**src/rtl/sdsync_pkg.sv**
```systemverilog
package sdsync_pkg;

  typedef enum logic [2:0] {
    SD_IDLE      = 3'd0,
    SD_WAIT_HIGH = 3'd1,
    SD_DELAY     = 3'd2,
    SD_RESPOND   = 3'd3,
    SD_SPEEDUP   = 3'd4
  } sd_state_e;

  // Bits needed to hold the values 0 .. n-1, at least one bit.
  function automatic int unsigned sd_cw(input int unsigned n);
    return (n < 2) ? 1 : $clog2(n);
  endfunction

endpackage

```
**src/rtl/sdsync_line_sync.sv**
```systemverilog
module sdsync_line_sync #(
  parameter int unsigned STAGES = 2
) (
  input  logic clk_i,
  input  logic rst_ni,
  input  logic line_i,
  output logic line_o
);

  if (STAGES == 0) begin : g_bypass
    assign line_o = line_i;
  end else begin : g_chain
    logic [STAGES-1:0] stage_q;
    logic [STAGES-1:0] stage_d;

    always_comb begin
      stage_d[0] = line_i;
      for (int i = 1; i < STAGES; i++) begin
        stage_d[i] = stage_q[i-1];
      end
    end

    // Idle line level is high, so reset to 1.
    always_ff @(posedge clk_i or negedge rst_ni) begin
      if (!rst_ni) begin
        stage_q <= '1;
      end else begin
        stage_q <= stage_d;
      end
    end

    assign line_o = stage_q[STAGES-1];
  end

endmodule

```
**src/rtl/sdsync_low_timer.sv**
```systemverilog
module sdsync_low_timer
  import sdsync_pkg::*;
#(
  parameter int unsigned THRESH = 128
) (
  input  logic clk_i,
  input  logic rst_ni,
  input  logic arm_i,
  input  logic line_i,
  output logic reached_o
);

  localparam int unsigned CW = sd_cw(THRESH + 1);
  localparam logic [CW-1:0] LIMIT = CW'(THRESH);

  logic [CW-1:0] cnt_q;
  logic [CW-1:0] cnt_d;
  logic          cnt_en;

  // Count only low samples while armed; stop at the limit.
  assign cnt_en = arm_i && !line_i && (cnt_q != LIMIT);

  always_comb begin
    cnt_d = cnt_q;
    if (!arm_i || line_i) begin
      cnt_d = '0;
    end else if (cnt_en) begin
      cnt_d = cnt_q + CW'(1);
    end
  end

  always_ff @(posedge clk_i or negedge rst_ni) begin
    if (!rst_ni) begin
      cnt_q <= '0;
    end else begin
      cnt_q <= cnt_d;
    end
  end

  assign reached_o = (cnt_q == LIMIT);

  a_r9_counter_saturates: assert property (
    @(posedge clk_i) disable iff (!rst_ni) cnt_q <= LIMIT);

  a_r3_high_blocks_detect: assert property (
    @(posedge clk_i) disable iff (!rst_ni) line_i |=> !reached_o);

endmodule

```
**src/rtl/sdsync_pulse_timer.sv**
```systemverilog
module sdsync_pulse_timer #(
  parameter int unsigned TW = 8
) (
  input  logic          clk_i,
  input  logic          rst_ni,
  input  logic          load_i,
  input  logic [TW-1:0] load_val_i,
  output logic          zero_o
);

  logic [TW-1:0] cnt_q;
  logic [TW-1:0] cnt_d;
  logic          dec_en;

  assign dec_en = (cnt_q != '0);

  always_comb begin
    cnt_d = cnt_q;
    if (load_i) begin
      cnt_d = load_val_i;
    end else if (dec_en) begin
      cnt_d = cnt_q - TW'(1);
    end
  end

  always_ff @(posedge clk_i or negedge rst_ni) begin
    if (!rst_ni) begin
      cnt_q <= '0;
    end else begin
      cnt_q <= cnt_d;
    end
  end

  assign zero_o = (cnt_q == '0);

endmodule

```
**src/rtl/sdsync_ctrl.sv**
```systemverilog
module sdsync_ctrl
  import sdsync_pkg::*;
#(
  parameter int unsigned WAIT_CYCLES = 16,
  parameter int unsigned RESP_CYCLES = 128,
  parameter int unsigned TW          = 7
) (
  input  logic          clk_i,
  input  logic          rst_ni,
  input  logic          reached_i,
  input  logic          line_high_i,
  input  logic          tmr_zero_i,
  output logic          tmr_load_o,
  output logic [TW-1:0] tmr_val_o,
  output logic          arm_o,
  output logic          drive_low_o,
  output logic          speedup_o,
  output logic          det_o,
  output logic          busy_o
);

  localparam logic [TW-1:0] WAIT_V = TW'(WAIT_CYCLES - 1);
  localparam logic [TW-1:0] RESP_V = TW'(RESP_CYCLES - 1);

  sd_state_e state_q;
  sd_state_e state_d;

  always_comb begin
    state_d    = state_q;
    tmr_load_o = 1'b0;
    tmr_val_o  = '0;
    det_o      = 1'b0;
    unique case (state_q)
      SD_IDLE: begin
        if (reached_i) begin
          det_o = 1'b1;
          if (line_high_i) begin
            // Line already released: start the turnaround at once.
            state_d    = SD_DELAY;
            tmr_load_o = 1'b1;
            tmr_val_o  = WAIT_V;
          end else begin
            state_d = SD_WAIT_HIGH;
          end
        end
      end
      SD_WAIT_HIGH: begin
        if (line_high_i) begin
          state_d    = SD_DELAY;
          tmr_load_o = 1'b1;
          tmr_val_o  = WAIT_V;
        end
      end
      SD_DELAY: begin
        if (tmr_zero_i) begin
          state_d    = SD_RESPOND;
          tmr_load_o = 1'b1;
          tmr_val_o  = RESP_V;
        end
      end
      SD_RESPOND: begin
        if (tmr_zero_i) begin
          state_d = SD_SPEEDUP;
        end
      end
      SD_SPEEDUP: begin
        state_d = SD_IDLE;
      end
      default: begin
        state_d = SD_IDLE;
      end
    endcase
  end

  always_ff @(posedge clk_i or negedge rst_ni) begin
    if (!rst_ni) begin
      state_q <= SD_IDLE;
    end else begin
      state_q <= state_d;
    end
  end

  assign arm_o       = (state_q == SD_IDLE) || (state_q == SD_WAIT_HIGH);
  assign drive_low_o = (state_q == SD_RESPOND);
  assign speedup_o   = (state_q == SD_SPEEDUP);
  assign busy_o      = (state_q != SD_IDLE) || det_o;

  a_r2_strobe_single: assert property (
    @(posedge clk_i) disable iff (!rst_ni) det_o |=> !det_o);

  a_r10_strobe_starts_busy: assert property (
    @(posedge clk_i) disable iff (!rst_ni) det_o |-> $rose(busy_o));

  a_r7_speedup_after_drive: assert property (
    @(posedge clk_i) disable iff (!rst_ni) $rose(speedup_o) |-> $past(drive_low_o));

  a_r7_speedup_one_cycle: assert property (
    @(posedge clk_i) disable iff (!rst_ni) speedup_o |=> (!speedup_o && !drive_low_o));

  a_r8_drive_inside_busy: assert property (
    @(posedge clk_i) disable iff (!rst_ni) (drive_low_o || speedup_o) |-> busy_o);

endmodule

```
**src/rtl/sdsync_detector.sv**
```systemverilog
module sdsync_detector
  import sdsync_pkg::*;
#(
  parameter int unsigned SYNC_STAGES      = 2,
  parameter int unsigned REQ_LOW_CYCLES   = 128,
  parameter int unsigned RESP_WAIT_CYCLES = 16,
  parameter int unsigned RESP_LOW_CYCLES  = 128
) (
  input  logic clk_i,
  input  logic rst_ni,
  input  logic line_i,
  output logic drive_low_o,
  output logic speedup_o,
  output logic sync_det_o,
  output logic busy_o
);

  localparam int unsigned TMAX = (RESP_WAIT_CYCLES > RESP_LOW_CYCLES) ?
                                 RESP_WAIT_CYCLES : RESP_LOW_CYCLES;
  localparam int unsigned TW   = sd_cw(TMAX);

  logic          line_s;
  logic          arm;
  logic          reached;
  logic          tmr_load;
  logic [TW-1:0] tmr_val;
  logic          tmr_zero;

  sdsync_line_sync #(
    .STAGES (SYNC_STAGES)
  ) u_sync (
    .clk_i  (clk_i),
    .rst_ni (rst_ni),
    .line_i (line_i),
    .line_o (line_s)
  );

  sdsync_low_timer #(
    .THRESH (REQ_LOW_CYCLES)
  ) u_low (
    .clk_i     (clk_i),
    .rst_ni    (rst_ni),
    .arm_i     (arm),
    .line_i    (line_s),
    .reached_o (reached)
  );

  sdsync_pulse_timer #(
    .TW (TW)
  ) u_tmr (
    .clk_i      (clk_i),
    .rst_ni     (rst_ni),
    .load_i     (tmr_load),
    .load_val_i (tmr_val),
    .zero_o     (tmr_zero)
  );

  sdsync_ctrl #(
    .WAIT_CYCLES (RESP_WAIT_CYCLES),
    .RESP_CYCLES (RESP_LOW_CYCLES),
    .TW          (TW)
  ) u_ctrl (
    .clk_i       (clk_i),
    .rst_ni      (rst_ni),
    .reached_i   (reached),
    .line_high_i (line_s),
    .tmr_zero_i  (tmr_zero),
    .tmr_load_o  (tmr_load),
    .tmr_val_o   (tmr_val),
    .arm_o       (arm),
    .drive_low_o (drive_low_o),
    .speedup_o   (speedup_o),
    .det_o       (sync_det_o),
    .busy_o      (busy_o)
  );

  // Run-length monitor for the pull-down, used only by the checks below.
  localparam int unsigned RCW = sd_cw(RESP_LOW_CYCLES + 2);
  localparam logic [RCW-1:0] RUN_MAX  = '1;
  localparam logic [RCW-1:0] RESP_CNT = RCW'(RESP_LOW_CYCLES);

  logic [RCW-1:0] drv_run_q;

  always_ff @(posedge clk_i or negedge rst_ni) begin
    if (!rst_ni) begin
      drv_run_q <= '0;
    end else if (!drive_low_o) begin
      drv_run_q <= '0;
    end else if (drv_run_q != RUN_MAX) begin
      drv_run_q <= drv_run_q + RCW'(1);
    end
  end

  a_r6_drive_not_too_long: assert property (
    @(posedge clk_i) disable iff (!rst_ni) drive_low_o |-> (drv_run_q < RESP_CNT));

  a_r6_drive_exact_length: assert property (
    @(posedge clk_i) disable iff (!rst_ni) $fell(drive_low_o) |-> (drv_run_q == RESP_CNT));

  always @(posedge clk_i) begin
    if (!rst_ni) begin
      a_r1_quiet_in_reset: assert (!drive_low_o && !speedup_o && !sync_det_o && !busy_o);
    end
  end

endmodule

```
**config.mk**
```make
export PLATFORM = sky130hd
export DESIGN_NAME = sdsync_detector
export DESIGN_NICKNAME = d
export VERILOG_FILES = /design/src/rtl/sdsync_pkg.sv /design/src/rtl/sdsync_line_sync.sv /design/src/rtl/sdsync_low_timer.sv /design/src/rtl/sdsync_pulse_timer.sv /design/src/rtl/sdsync_ctrl.sv /design/src/rtl/sdsync_detector.sv
export SDC_FILE = /design/constraint.sdc
export NUM_CORES = 1
export LEC_CHECK = 0
export CORE_MARGIN = 5
export CORE_UTILIZATION = 50
export DETAILED_ROUTE_END_ITERATION = 16
export DONT_BUFFER_PORTS = 1
export PLACE_DENSITY = 0.68
export SLEW_MARGIN = 0
export SYNTH_ARGS = -nofsm -noshare
export SYNTH_HDL_FRONTEND = slang
export SYNTH_SLANG_ARGS = --single-unit
```
**constraint.sdc**
```tcl
create_clock -name clk_i -period 1.8 [get_ports clk_i]
set_input_delay 0.18 -clock clk_i [delete_from_list [all_inputs] [get_ports clk_i]]
set_output_delay 0.18 -clock clk_i [all_outputs]
set_load 0.005 [all_outputs]
```
==> impl_metrics.ini, run 1 <==
[sta]
hold_viol_final = 0
slew_headroom_pct = 42.0
fin_skew_ps = 4.61
setup_viol = 0
fin_tns_setup_ps = 0
final_max_slew_viol_count = 0
fin_crit_sh_pct = 94.3
rsz0062_at_grt = false
fmax_mhz = 589
period_minus_slack_ps = 1700
worst_pin_slew_ps = 867
layout_setup_ws_ps = 102

[clocking]
clk-insertion-delay-late_ps = 310
clock-sinks = 20
clkTransAtPathRegs_ps = 110
cts_tree = yes
clockBufferDepth = 2
cts-root-buf = clkbuf_4
cts_max_level = 1
cts-buffers-inserted = 3

[outcome]
status = finished clean

[global_route]
grt_pass1_wl_um = 3320
grt_pass1_vias = 763
overflow = 0
grt_usage_pct = 13.5
grt_max_degree = 21
grt_antenna_before_repair = 0

[drt]
wl_met3_um = 77
wl_um = 1830
wl_met2_um = 870
wl_met1_um = 841
routed.top_layer = met4
drc = 0
drt_iter0_markers = 13
num_vias = 741
dr.pass1.iters = 4
wl_per_cell_um = 13.2
vias_per_cell = 5.37
postRouteAntennaNets = 0

[run]
drv_cap = 0

[setup_path]
setup.worst_path.class = flip-flop to flip-flop
max_stage_delay_ps = 550
cp_common_cell = buf_4
critical_path_arrival_ps = 1890
path_buf_inv = 2
crit_path_max_fanout = 5
worstPathCellList = or4_4, buf_4, nor2_1, buf_4, o2111ai_2
cpMaxStageDelayCell = or4_4
startpoint = u_tmr.cnt_q[3]
crit_path_end_kind = flip-flop
rr_startpoint = u_tmr.cnt_q[3]
critPathLaunchType = flip-flop
required_ps = 1990
crit_family = simple AND/OR/NAND/NOR gates

[place]
placed_area_um2 = 1090
post-place-ws_ps = 7.23
dp_hpwl_um = 1350
port-buffer-count = 0
place.gp.congestion = 0.730

[final_layout]
post-route-util_pct = 60.1
multi_input_area_um2 = 513
seq_area_um2 = 504
layout.cell_area.non_filler_um2 = 1180
num-nets-final = 119
area_growth_pct = 14.6
fillCellCount = 182
drive_above_1_share_pct = 18.0
n_antenna_cell = 0

[floorplanning]
rows = 16
fp.dieH_um = 55.4
die_x_um = 55.4
core_area_um2 = 1960
die_area_um2 = 3060
start_util_pct = 52.4
io_pins = 7

[yosys]
ys_top_cells_by_area = dfrtp_1, xor2_1, dfstp_2
synth_top_cell_by_area = dfrtp_1
yosysTopAreaCellShare_pct = 43.8
ys_warn_count = 0
synth_edf_count = 0
synth_ff_type = dfrtp_1
yosysUniqueCellTypes = 31
synth-async-reset-ratio_pct = 100
ys_ff_latch = 20
avgSynthCellArea_um2 = 10.3
seq_area_frac_synth_pct = 48.9
synth_area_um2 = 1030
syn_nets = 107
postSynthCellCount = 100

[pwr]
p_leak_nw = 0.603
power.total_mw = 0.767
ir_drop_mv = 0.456
power.density_nw_per_um2 = 651

[hold_path]
hold_path.startpoint = u_sync.g_chain.stage_q[0]
min_path_type = flip-flop to flip-flop
==> repair_timing <==
item	4_1_cts	5_1_grt
resized for setup	2	4
hold buffers	2	0
pin swaps	1	0
endpoints found under the setup margin	7	2
cloned	0	0
buffers inserted	1	0
endpoints found under the hold margin	21	0
==> cell type report <==
cell class                      instances  area share [%]
Multi-Input combinational cell         73            43.5
Sequential cell                        20            42.8
Timing Repair Buffer                    9            6.16
Clock buffer                            4            3.08
Tap cell                               27            2.87
Inverter                                5            1.59
==> cell usage after synthesis, types with 2 or more instances <==
cell       n
nor3b_1    2
xor2_1     8
nand2_1    5
ha_1       4
and3_1     2
nor4_1     3
dfstp_2    2
nand2b_1   2
a21oi_1    2
mux2i_1    3
o31ai_1    3
inv_1      5
dfrtp_1   18
nor2_1    13
xnor2_1    3
nor3_1     2
nor2b_1    2
nand3_1    8
==> metrics by stage <==
stage | std cells | hold slack, ps
finish | 138 | 366
global route | 138 | 378
CTS | 138 | 369
detailed placement | 131 | -115
global placement | 131 | -115
floorplan | 100 | -116
==> registers in the layout, summed over array words and instances, names as in the netlist <==
name and flops:
u_low.cnt_q 8, u_tmr.cnt_q 7, u_ctrl.state_q 3, u_sync.g_chain.stage_q 2
==> report_power, final <==
group | internal [mW] | total [mW] | switching, mW
sequential | 0.458 | 0.465 | 0.00694
clock | 0.124 | 0.266 | 0.143
combinational | 0.0142 | 0.0357 | 0.0215
==> kinds of logic after synthesis <==
group / share of synthesized area (%)
compound gates: 9.00
xor+xnor: 9.37
fa+ha+maj: 4.87
buf+inv: 3.28
flops: 48.9
mux: 2.92
simple gates: 21.7
==> metal layers <==
metal	up-vias	track usage, %
li1	371	-
met1	355	16.8
met2	11	21.8
met3	4	3.26
met4	0	6.25
met5	-	0
==> cells in the final DEF, fill, tap and decap left out <==
cell / n
mux2i_1: 3
a31oi_1: 1
ha_1: 4
o31ai_1: 3
nor2b_1: 1
or4_4: 2
nor2b_2: 1
o2111ai_2: 1
o221ai_1: 1
and3_1: 2
xor2_1: 8
nand2b_1: 2
nor4_1: 3
nor4b_4: 1
nor3b_1: 2
a21boi_0: 1
o21ai_1: 1
nor2_1: 13
dfrtp_1: 17
xnor2_1: 3
clkbuf_8: 1
clkbuf_4: 3
a21bo_2: 1
dfrtp_2: 1
nor3_1: 2
nand3_1: 8
dfstp_2: 2
a21oi_1: 2
dlygate4sd3_1: 2
buf_4: 7
or3_1: 1
inv_1: 5
o21a_1: 1
nand2_1: 5
==> worst register-to-register path, stage by stage, from the launching register on <==
cell	delay [ps]
dfrtp_1	400
or4_4	550
buf_4	160
nor2_1	200
buf_4	180
o2111ai_2	100
==> worst paths after layout <==
path,endpoint,slack [ps],cells past startpoint
worst max-delay path,u_tmr.cnt_q[1],100,5
worst min-delay path,u_sync.g_chain.stage_q[1],370,0
max in group asynchronous,u_low.cnt_q[4],800,1
worst min register to register,u_sync.g_chain.stage_q[1],370,0
min in group asynchronous,u_low.cnt_q[5],420,1
worst max register to register,u_tmr.cnt_q[1],100,5
No activity file was read; power rests on OpenSTA's default activity.
==> inputs of run 2 (changes only) <==
--- a/config.mk
+++ b/config.mk
@@ -6,9 +6,10 @@
 export NUM_CORES = 1
 export LEC_CHECK = 0
+export CAP_MARGIN = 0
 export CORE_MARGIN = 5
 export CORE_UTILIZATION = 50
 export DETAILED_ROUTE_END_ITERATION = 16
 export DONT_BUFFER_PORTS = 1
-export PLACE_DENSITY = 0.68
+export PLACE_DENSITY_LB_ADDON = 0.25
 export SLEW_MARGIN = 0
 export SYNTH_ARGS = -nofsm -noshare
==> constraint.sdc (replaced) <==
create_clock -name clk_i -period 1.8 [get_ports clk_i]
set_input_delay 0.18 -clock clk_i [delete_from_list [all_inputs] [get_ports clk_i]]
set_output_delay 0.18 -clock clk_i [all_outputs]
set_load 0.1 [all_outputs]
==> run 2 against run 1 <==
Effect of this change: worst hold slack improved by 1.2 ps; largest cell class unchanged; cell area rose by 13%; the run now ends with setup timing left; combinational power increased by 11%.
==> impl_metrics.ini, run 2 (same netlist as run 1, synthesis figures left out) <==
[drt]
vias_per_cell = 5.50
wl_um = 2180
drt_iter0_markers = 7
dr.pass1.iters = 4
wl_per_cell_um = 14.8
drc = 0
postRouteAntennaNets = 0
num_vias = 814

[sta]
layout_setup_ws_ps = -87.7
fin_tns_setup_ps = -105
fmax_mhz = 530
whs_ps = 367
period_minus_slack_ps = 1890
rsz0062_at_grt = true
setup_viol = 2
slew_headroom_pct = 40.4
final_max_slew_viol_count = 0
hold_viol_final = 0
fin_crit_sh_pct = 105
fin_skew_ps = 5.29
worst_pin_slew_ps = 892

[pwr]
pwr-share-comb_pct = 4.5
ir_drop_mv = 0.395
power.total_mw = 0.874
p_leak_nw = 0.680
switchingPower_mw = 0.175
p_seq_share_pct = 53.3
power.density_nw_per_um2 = 658
intPower_mw = 0.699
swShare_pct = 20.0
clkPwrFrac_pct = 42.2

[final_layout]
drive_above_1_share_pct = 28.1
post-route-util_pct = 67.7
area_growth_pct = 29.1
n_antenna_cell = 0
top_register = u_low.cnt_q
num-nets-final = 129
final_cell_mix = dfrtp_1, buf_4, nor2_1
final_common_cell = dfrtp_1
reg_top3 = u_low.cnt_q: 8 flops, u_tmr.cnt_q: 7 flops, u_ctrl.state_q: 3 flops
largest_reg_flops = 8

[floorplanning]
die_x_um = 55.4
start_util_pct = 52.4
die_area_um2 = 3060
rows = 16
io_pins = 7
core_area_um2 = 1960
fp.dieH_um = 55.4

[setup_path]
worstPathCellList = nor4b_4, nand3_2, buf_6, nor2b_4, buf_12
r2r_setup_slack_ps = 80
max_stage_delay_ps = 440
required_ps = 1620
critPathLaunchType = flip-flop
crit_path_max_fanout = 3
crit_path_end_kind = output pin
rr_startpoint = u_tmr.cnt_q[3]
worstReg2RegEnd = u_tmr.cnt_q[6]
cpMaxStageDelayCell = dfrtp_1
ff2ff_path_depth = 3
critical_path_arrival_ps = 1710
setup.worst_path.class = flip-flop to output pin

[outcome]
status = finished, violations left
violations = setup timing

[clocking]
cts-buffers-inserted = 3
cts_max_level = 1
cts-root-buf = clkbuf_4
clock-sinks = 20
cts_tree = yes
clockBufferDepth = 2
clk-insertion-delay-late_ps = 310
clkTransAtPathRegs_ps = 120

[global_route]
grt_antenna_before_repair = 0
grt_max_degree = 21
overflow = 0
grt_pass1_wl_um = 3700
grt_usage_pct = 15.3
grt_pass1_vias = 869

[place]
dp_hpwl_um = 1410
place.gp.congestion = 0.751
port-buffer-count = 0
post-place-ws_ps = 14.2

[hold_path]
min_path_type = flip-flop to flip-flop
hold_path.startpoint = u_sync.g_chain.stage_q[0]
min_path_cells = 0
holdPathEnd = u_sync.g_chain.stage_q[1]

[run]
drv_cap = 0
## run 2: cell types whose count changed in the layout (fill, tap and decap cells not counted), sizes merged
cell / before / now
buf: 7 / 17
bufinv: 0 / 1
clkbuf: 4 / 3
## run 2: worst max path at each step
stage,depth (start not counted),endpoint,start,slack (ps)
after floorplan,1,speedup_o,u_ctrl.state_q[1],-20
after global placement,3,u_tmr.cnt_q[1],u_tmr.cnt_q[3],50
after detailed placement,3,u_tmr.cnt_q[4],u_tmr.cnt_q[3],10
after CTS,5,sync_det_o,u_low.cnt_q[6],-60
after global routing,5,sync_det_o,u_low.cnt_q[5],-170
final,5,sync_det_o,u_low.cnt_q[5],-90
## run 2: cell type report
| cell class | count | area (um2) |
|---|---|---|
| inverters | 5 | 18.8 |
| well taps | 27 | 33.8 |
| repair buffers | 19 | 176 |
| flip-flops and latches | 20 | 503 |
| fillers | 153 | 634 |
| clock buffers | 3 | 22.5 |
| multi-input cells | 73 | 543 |
| clock inverters | 1 | 30.0 |
## run 2: timing repair
item | CTS | global route
hold endpoints to repair | 21 | 0
buffers inserted | 5 | 1
gates cloned | 0 | 0
setup endpoints to repair | 6 | 7
pin swaps | 2 | 2
resized for setup | 3 | 3
hold buffers | 2 | 0
## run 2: power groups by stage
stage	clock, mW	combinational [mW]	sequential (mW)
after floorplan	0	0.0213	0.472
after global placement	0	0.0244	0.474
after detailed placement	0	0.0248	0.474
after CTS	0.377	0.0375	0.465
after global routing	0.398	0.0471	0.467
final	0.369	0.0397	0.465
## run 2: per-layer routing
layer / vias to the layer above / GRT usage [%] / wire length [um] / part of all wire, %
li1: 392 / - / - / -
met1: 388 / 16.7 / 901 / 41
met2: 24 / 25.3 / 1090 / 50
met3: 10 / 3.50 / 99 / 4.5
met4: 0 / 12.2 / 94 / 4.3
met5: - / 0 / 0 / 0
## run 2: worst max-delay path, delay by kind of cell, from the launching register on
| family | cells | cell delay [ps] |
|---|---|---|
| flip-flops | 1 | 440 |
| AND/OR/NAND/NOR | 3 | 620 |
| buffers and inverters | 2 | 340 |
## run 2: stage by stage
step	cell area, um2	cells
6_report	1330	148
5_1_grt	1330	148
4_1_cts	1300	147
3_5_place_dp	1180	136
3_3_place_gp	1180	136
2_1_floorplan	1050	100
